File: src/rtl/prefill_pkg.sv
package prefill_pkg;
  typedef enum logic [2:0] {
    ST_IDLE    = 3'd0,
    ST_CHECK   = 3'd1,
    ST_FILL    = 3'd2,
    ST_READY   = 3'd3,
    ST_BACKOFF = 3'd4
  } adm_state_e;

  typedef enum logic [1:0] {
    KIND_OUT   = 2'd0,
    KIND_SETUP = 2'd1,
    KIND_IN    = 2'd2,
    KIND_RSVD  = 2'd3
  } pkt_kind_e;

  // True when the admission check applies to this packet.
  function automatic logic needs_check(input logic [1:0] kind, input logic host);
    return host && ((kind == KIND_OUT) || (kind == KIND_SETUP));
  endfunction
endpackage

File: src/rtl/prefill_budget.sv
module prefill_budget #(
  parameter int TIME_W = 16
) (
  input  logic [TIME_W-1:0] payload_t,
  input  logic [TIME_W-1:0] overhead_t,
  input  logic [TIME_W-1:0] fetch_t,
  input  logic [TIME_W-1:0] remaining,
  output logic [TIME_W:0]   flight_t,
  output logic [TIME_W+1:0] total_t,
  output logic              fits,
  output logic              too_short
);
  localparam int FW = TIME_W + 1;
  localparam int TW = TIME_W + 2;

  logic [FW-1:0] rem_f;
  logic [TW-1:0] rem_t;

  always_comb begin
    flight_t  = {1'b0, overhead_t} + {1'b0, payload_t};
    total_t   = {1'b0, flight_t} + {2'b00, fetch_t};
    rem_f     = {1'b0, remaining};
    rem_t     = {2'b00, remaining};
    fits      = (rem_t >= total_t);
    too_short = (rem_f < flight_t);
  end
endmodule

File: src/rtl/prefill_health.sv
module prefill_health #(
  parameter int HC_W = 8
) (
  input  logic            clk,
  input  logic            rst_n,
  input  logic            clear,
  input  logic            bump,
  output logic [HC_W-1:0] count
);
  localparam logic [HC_W-1:0] CMAX = {HC_W{1'b1}};

  always_ff @(posedge clk or negedge rst_n) begin
    if (!rst_n)
      count <= '0;
    else if (clear)
      count <= '0;
    else if (bump && (count != CMAX))
      count <= count + 1'b1;
  end
endmodule

File: src/rtl/prefill_fsm.sv
module prefill_fsm
  import prefill_pkg::*;
(
  input  logic       clk,
  input  logic       rst_n,
  input  logic       take,
  input  logic       applies_now,
  input  logic       fits,
  input  logic       too_short,
  input  logic       fill_done,
  input  logic       pkt_sent,
  input  logic       flush_ack,
  output adm_state_e state,
  output logic       idle,
  output logic       start_pulse,
  output logic       backoff_pulse,
  output logic       flush_req,
  output logic       send_ready
);
  adm_state_e nxt;

  always_comb begin
    nxt = state;
    unique case (state)
      ST_IDLE:    if (take) nxt = applies_now ? ST_CHECK : ST_READY;
      ST_CHECK:   if (fits) nxt = ST_FILL;
      ST_FILL: begin
        if (too_short)      nxt = ST_BACKOFF;
        else if (fill_done) nxt = ST_READY;
      end
      ST_READY:   if (pkt_sent)  nxt = ST_IDLE;
      ST_BACKOFF: if (flush_ack) nxt = ST_IDLE;
      default:    nxt = ST_IDLE;
    endcase
  end

  always_ff @(posedge clk or negedge rst_n) begin
    if (!rst_n) state <= ST_IDLE;
    else        state <= nxt;
  end

  always_comb begin
    idle          = (state == ST_IDLE);
    start_pulse   = (state == ST_CHECK) && fits;
    backoff_pulse = (state == ST_FILL) && too_short;
    flush_req     = (state == ST_BACKOFF);
    send_ready    = (state == ST_READY);
  end
endmodule

File: src/rtl/prefill_admit_ctrl.sv
module prefill_admit_ctrl
  import prefill_pkg::*;
#(
  parameter int TIME_W = 16,
  parameter int HC_W   = 8
) (
  input  logic              clk,
  input  logic              rst_n,
  input  logic              pkt_valid,
  output logic              pkt_ready,
  input  logic [1:0]        pkt_kind,
  input  logic              host_mode,
  input  logic [TIME_W-1:0] payload_time,
  input  logic [TIME_W-1:0] overhead_time,
  input  logic [TIME_W-1:0] fetch_time,
  input  logic [TIME_W-1:0] remaining,
  input  logic              fill_done,
  input  logic              pkt_sent,
  input  logic              flush_ack,
  input  logic              health_clear,
  output logic              prefill_start,
  output logic              backoff,
  output logic              flush_req,
  output logic              send_ready,
  output logic [HC_W-1:0]   health_count
);
  logic              take;
  logic              applies_now;
  logic [TIME_W-1:0] pay_q, ovh_q, fet_q;
  logic [TIME_W:0]   flight_t;
  logic [TIME_W+1:0] total_t;
  logic              fits, too_short, idle;
  adm_state_e        state;

  assign take        = pkt_valid && idle;
  assign applies_now = needs_check(pkt_kind, host_mode);
  assign pkt_ready   = idle;

  // Operand capture on the handshake edge.
  always_ff @(posedge clk or negedge rst_n) begin
    if (!rst_n) begin
      pay_q <= '0;
      ovh_q <= '0;
      fet_q <= '0;
    end else if (take) begin
      pay_q <= payload_time;
      ovh_q <= overhead_time;
      fet_q <= fetch_time;
    end
  end

  prefill_budget #(.TIME_W(TIME_W)) u_budget (
    .payload_t (pay_q),
    .overhead_t(ovh_q),
    .fetch_t   (fet_q),
    .remaining (remaining),
    .flight_t  (flight_t),
    .total_t   (total_t),
    .fits      (fits),
    .too_short (too_short)
  );

  prefill_fsm u_fsm (
    .clk          (clk),
    .rst_n        (rst_n),
    .take         (take),
    .applies_now  (applies_now),
    .fits         (fits),
    .too_short    (too_short),
    .fill_done    (fill_done),
    .pkt_sent     (pkt_sent),
    .flush_ack    (flush_ack),
    .state        (state),
    .idle         (idle),
    .start_pulse  (prefill_start),
    .backoff_pulse(backoff),
    .flush_req    (flush_req),
    .send_ready   (send_ready)
  );

  prefill_health #(.HC_W(HC_W)) u_health (
    .clk  (clk),
    .rst_n(rst_n),
    .clear(health_clear),
    .bump (backoff),
    .count(health_count)
  );
endmodule

File: config.mk
export PLATFORM = sky130hd
export DESIGN_NAME = prefill_admit_ctrl
export DESIGN_NICKNAME = d
export VERILOG_FILES = /design/src/rtl/prefill_pkg.sv /design/src/rtl/prefill_budget.sv /design/src/rtl/prefill_health.sv /design/src/rtl/prefill_fsm.sv /design/src/rtl/prefill_admit_ctrl.sv
export SDC_FILE = /design/constraint.sdc
export NUM_CORES = 1
export LEC_CHECK = 0
export BUFFER_PORTS_ARGS = -buffer_cell sky130_fd_sc_hd__buf_2
export CORE_UTILIZATION = 45
export CTS_CLUSTER_DIAMETER = 150
export CTS_CLUSTER_SIZE = 8
export DETAILED_ROUTE_END_ITERATION = 8
export PLACE_DENSITY = 0.72
export SLEW_MARGIN = 0
export SYNTH_ARGS = -nofsm -noshare
export SYNTH_HDL_FRONTEND = slang
export SYNTH_SLANG_ARGS = --single-unit
File: constraint.sdc
create_clock -name clk -period 6.5 [get_ports clk]
set_input_delay 0 -clock clk [delete_from_list [all_inputs] [get_ports clk]]
set_output_delay 0 -clock clk [all_outputs]
set_load 0.03 [all_outputs]
# [After elaboration in Yosys (flattened, before gate mapping)]
# Index checks and enable logic that the tools add are counted.
[totals] register_bits=59 elab_cells=41
[op_classes] n_addsub=3 order_cmp=2 eq_ne=11 mux=10 reduce_logical=10
[ops] operator="$add A17 B16 Y18" count=1
[ops] operator="$ge A16 B18 Y1" count=1
[ops] operator="$mux W3" count=6
[ops] operator="$add A16 B16 Y17" count=1
[ops] operator="$lt A16 B17 Y1" count=1
[ops] operator="$mux W8" count=2
[ops] operator="$pmux W3 S5" count=1
[ops] operator="$add A8 B1 Y8 const B" count=1
[ops] operator="$ne A8 B8 Y1 const B" count=1
[ops] operator="$eq A3 B2 Y1 const B" count=2
[ops] operator="$ne A2 B2 Y1 const B" count=3
[ops] operator="$logic_and A1 B1 Y1" count=5
[ops] operator="$reduce_and A5 Y1" count=1
[ops] operator="$eq A3 B1 Y1 const B" count=1
[ops] operator="$eq A3 B3 Y1 const B" count=1
[ops] operator="$logic_not A3 Y1" count=1
[ops] operator="$ne A3 B2 Y1 const B" count=1
[ops] operator="$eq A2 B1 Y1 const B" count=1
[ops] operator="$logic_not A2 Y1" count=1
[ops] operator="$mux W2" count=1
[ops] operator="$ne A2 B1 Y1 const B" count=1
[ops] operator="$reduce_bool A2 Y1" count=1
[ops] operator="$logic_or A1 B1 Y1" count=1

# [Longest topological paths before layout]
[logic_depth] depth_word=6 ltp_mapped=24 ltp_nobuf=24

# [Modules after synthesis]
# Synthesis repeated with hierarchy kept, for this count alone.
[hier_totals] hier_cells=485 hier_area_um2=4819.6
[modules_own_cells] mod="prefill_budget" instances=1 cells_each=307 area_each_um2=2292.2
[modules_own_cells] mod="prefill_admit_ctrl" instances=1 cells_each=104 area_each_um2=1826.8
[modules_own_cells] mod="prefill_health" instances=1 cells_each=49 area_each_um2=464.2
[modules_own_cells] mod="prefill_fsm" instances=1 cells_each=25 area_each_um2=236.5

# [Worst setup path after synthesis]
# No wires, ideal clock.
[synth_timing] kind="flip-flop to output port" startpoint="reg pay_q[1]" endpoint="out prefill_start" arrival_time_ns=5.193 required_time_ns=6.500 path_slack_ns=1.307 stages_incl_launch_ff=23 path_cell_list="dfrtp_1 ha_1 a21o_1 a21oi_1 nor2_1 o21a_1 or3_1 a21oi_1 xnor2_1 ha_1 a21o_1 a221oi_2 o2bb2ai_1 or4b_1 a41o_1 a21oi_1 xor2_1 ha_1 nand4_1 nor2_1 a221o_1 o311ai_1 nor3b_1"
[synth_via] elab_chain_cells=4
[synth_rtl] item="start: declaration" line="prefill_admit_ctrl.sv:29" rtl="logic [TIME_W-1:0] pay_q, ovh_q, fet_q;"
[synth_rtl] item="start signal: assignment" line="prefill_admit_ctrl.sv:46" rtl="pay_q <= payload_time;"
[synth_rtl] item="$add A16 B16 Y17" line="prefill_budget.sv:20" rtl="flight_t = {1'b0, overhead_t} + {1'b0, payload_t};"
[synth_rtl] item="$add A17 B16 Y18" line="prefill_budget.sv:21" rtl="total_t = {1'b0, flight_t} + {2'b00, fetch_t};"
[synth_rtl] item="$ge A16 B18 Y1" line="prefill_budget.sv:24" rtl="fits = (rem_t >= total_t);"
[synth_rtl] item="$logic_and A1 B1 Y1" line="prefill_fsm.sv:44" rtl="start_pulse = (state == ST_CHECK) && fits;"
[synth_rtl] item="end: declaration" line="prefill_admit_ctrl.sv:21" rtl="output logic prefill_start,"
# No other way between the ends.

# [Final worst setup path]
# Ends and elaborated chain as after synthesis.

==> impl_metrics.ini <==
[min_path]
hold_end = u_fsm.state[0]
hold_depth = 3
holdCritPathClass = in -> reg
min_from = fill_done

[timing]
setup_viol = 0
finalCritPeriodShare_pct = 86.7
worst_slew_pin_slew_ns = 1.08
tns_ns = 0
slew_violations = 0
rsz0062_at_grt = no
final_hold_viol_count = 0
skew_ns = 0.00810
min_period_ns = 5.64
relSlewSlack_pct = 27.8
fmax_ghz = 0.177
finalWorstSetupSlack_ns = 0.864

[worst_setup_path]
crit_path_end_kind = output port
r2r-start = pay_q[1]
timing.reg2reg.setup_slack_ns = 1.17
required_ns = 6.50
cp_data_arrival_time_ns = 5.64
r2r_end = u_fsm.state[1]
worstSetupStartpointType = flip-flop
worstPathMaxFanout = 5
criticalPathCategory = reg -> out
r2r_cells = 22

[grt]
track_usage_pct = 20.8
antenna_found_initial = 0
grt_pass1_wl_um = 17000
first_global_vias = 3826
grt_overflow_total = 0
grt_max_degree = 60

[detailed_routing]
first_iter_violations = 100
wl_per_cell_um = 13.9
antenna_left = 0
routed-wl-met2_um = 5020
met3_length_um = 337
vias = 3906
dr.pass1.iters = 4
wirelength_um = 10300
drt-vias-per-instance = 5.29
wl_met1_um = 4750
drc = 0
top_layer_used = met4

[cts]
cts_tree = built
clock_latency_ns = 0.34
hold_buffers = 51
cts_buffers = 9
clk_pin_slew_ns = 0.07
cts-root-buf = clkbuf_8
h-tree-depth = 3
cts_buffer_depth = 2
cts.sinks = 59
cts-resized-gates = 0
cts_setup_buffers = 0

[yosys]
syn_avg_cell_area_um2 = 9.83
synth_area_leaders = dfrtp_1 (32%), ha_1 (18%), mux2_2 (11%)
syn_nets = 605
yosysWarnings = 0
synth_edf_count = 0
synth_seq_cells = 59
netlist_area_mm2 = 0.00456
async_flop_share_pct = 100
synth_flop_cell = dfrtp_1
synth_top_area_share_pct = 32.4
yosysSeqAreaShare_pct = 32.4
yosysTopAreaCell = dfrtp_1
ys_types = 56
synthCells = 464

[placement]
finalWeightedCongestion = 0.826
detailed_place_hpwl_um = 7740
numPortBuffers = 85
place_ws_ns = 1.22

[die]
start_util_pct = 46.6
dieHeight_um = 103
std_cell_rows = 36
core_area_mm2 = 0.00977
io_pins = 87
dieArea_mm2 = 0.0105
die-width_um = 103

[finish]
drive_gt1_share_pct = 24.9
syn2layout_area_growth_pct = 29.1
fin_nets = 742
fill_cells = 843
num_antenna_cells = 0

[run_status]
outcome = finished, final reports clean

[flow_run]
drv_cap = 0
## worst max path at each step
stage,start,end,slack [ns],cells past startpoint
6_report,pay_q[1],prefill_start,0.86,23
4_1_cts,pay_q[1],prefill_start,0.89,23
2_1_floorplan,pay_q[1],prefill_start,1.31,22
3_5_place_dp,pay_q[1],u_fsm.state[1],1.22,22
3_3_place_gp,pay_q[1],u_fsm.state[1],1.28,22
5_1_grt,pay_q[1],prefill_start,0.50,23
## cells by family (layout without fill, tap and decap cells)
logic type               count (synthesis)  after routing  share of synthesized area (%)
AND/OR/NAND/NOR                        115            115                           13.2
flip-flops                              59             59                           32.4
AO/OA/AOI/OAI                          112            112                           16.0
adder cells (fa/ha/maj)                 67             67                           18.7
buffers and inverters                   38            180                           3.16
multiplexers                            46             46                           11.3
XOR/XNOR                                27             27                           5.19
## worst max-delay path, stage by stage, from the launching register on
cell,delay (ns)
dfrtp_1,0.39
ha_1,0.31
a21o_1,0.18
a21oi_1,0.20
nor2_1,0.08
o21a_1,0.18
or3_1,0.30
a21oi_1,0.18
xnor2_1,0.18
ha_1,0.33
a21o_1,0.21
a221oi_2,0.29
o2bb2ai_1,0.12
or4b_1,0.50
a41o_1,0.28
a21oi_1,0.18
xor2_1,0.18
ha_1,0.26
nand4_1,0.10
nor2_1,0.05
a221o_1,0.36
o311ai_1,0.14
nor3b_1,0.10
buf_2,0.20
## final cells by class
cell class / count / area (um^2) / area share [%]
Sequential cell: 59 / 1480 / 25.1
Clock buffer: 11 / 131 / 2.23
Tap cell: 133 / 166 / 2.83
Multi-Input combinational cell: 367 / 2940 / 50.0
Timing Repair Buffer: 137 / 943 / 16.0
Inverter: 27 / 101 / 1.72
Clock inverter: 5 / 125 / 2.13
## placed cells by master (no fill, tap or decap), drive strengths merged, types with 3 or more instances in the layout
cell	instances
nand4	5
and2	4
dfrtp	59
and3	3
mux2	45
o21ai	26
ha	65
a21oi	34
xnor2	13
inv	27
o31ai	4
xor2	14
dlygate4sd3	51
bufinv	4
a21o	11
nor3	5
nor2	25
nand3	10
or3	6
or4	6
o21a	8
clkbuf	11
nand2	25
buf	86
a211o	3
nand2b	8
a211oi	3
nor2b	8
## flip-flops by register name, summed over array words and instances, names as in the netlist
name and count:
fet_q 16, u_fsm.state 3, ovh_q 16, u_health.count 8, pay_q 16
## through the flow
step           utilization, %  instance area [um^2]  hold WS [ns]  instances
3_5_place_dp             52.4                  5120         0.197        672
2_1_floorplan               -                  4560        -0.296        464
6_report                 60.2                  5880        0.0479        739
3_3_place_gp             52.4                  5120         0.179        672
4_1_cts                  60.2                  5880        0.0240        739
5_1_grt                  60.2                  5880        0.0528        739
## cells in the mapped netlist (all sizes together), types with 2 or more instances
cell type	count
ha	65
dfrtp	59
mux2	45
a21oi	34
inv	27
o21ai	26
nand2	25
nor2	25
xor2	14
xnor2	13
a21o	11
nand3	10
clkbuf	8
nand2b	8
nor2b	8
o21a	8
or3	6
or4	6
nand4	5
nor3	5
and2	4
o31ai	4
a211o	3
a211oi	3
and3	3
buf	3
a221oi	2
and4	2
fa	2
nand3b	2
nor3b	2
o211ai	2
o22ai	2
o311ai	2
o31a	2
o41ai	2
or2	2
## layer usage
metal  vias up  global-route usage, %
li1       1978                      -
met1      1837                   26.4
met2        79                   35.6
met3        12                   3.93
met4         0                   6.81
met5         -                      0
Power is not shown: default switching activity piles up to over one toggle a cycle in this logic, so the estimate is an artifact.
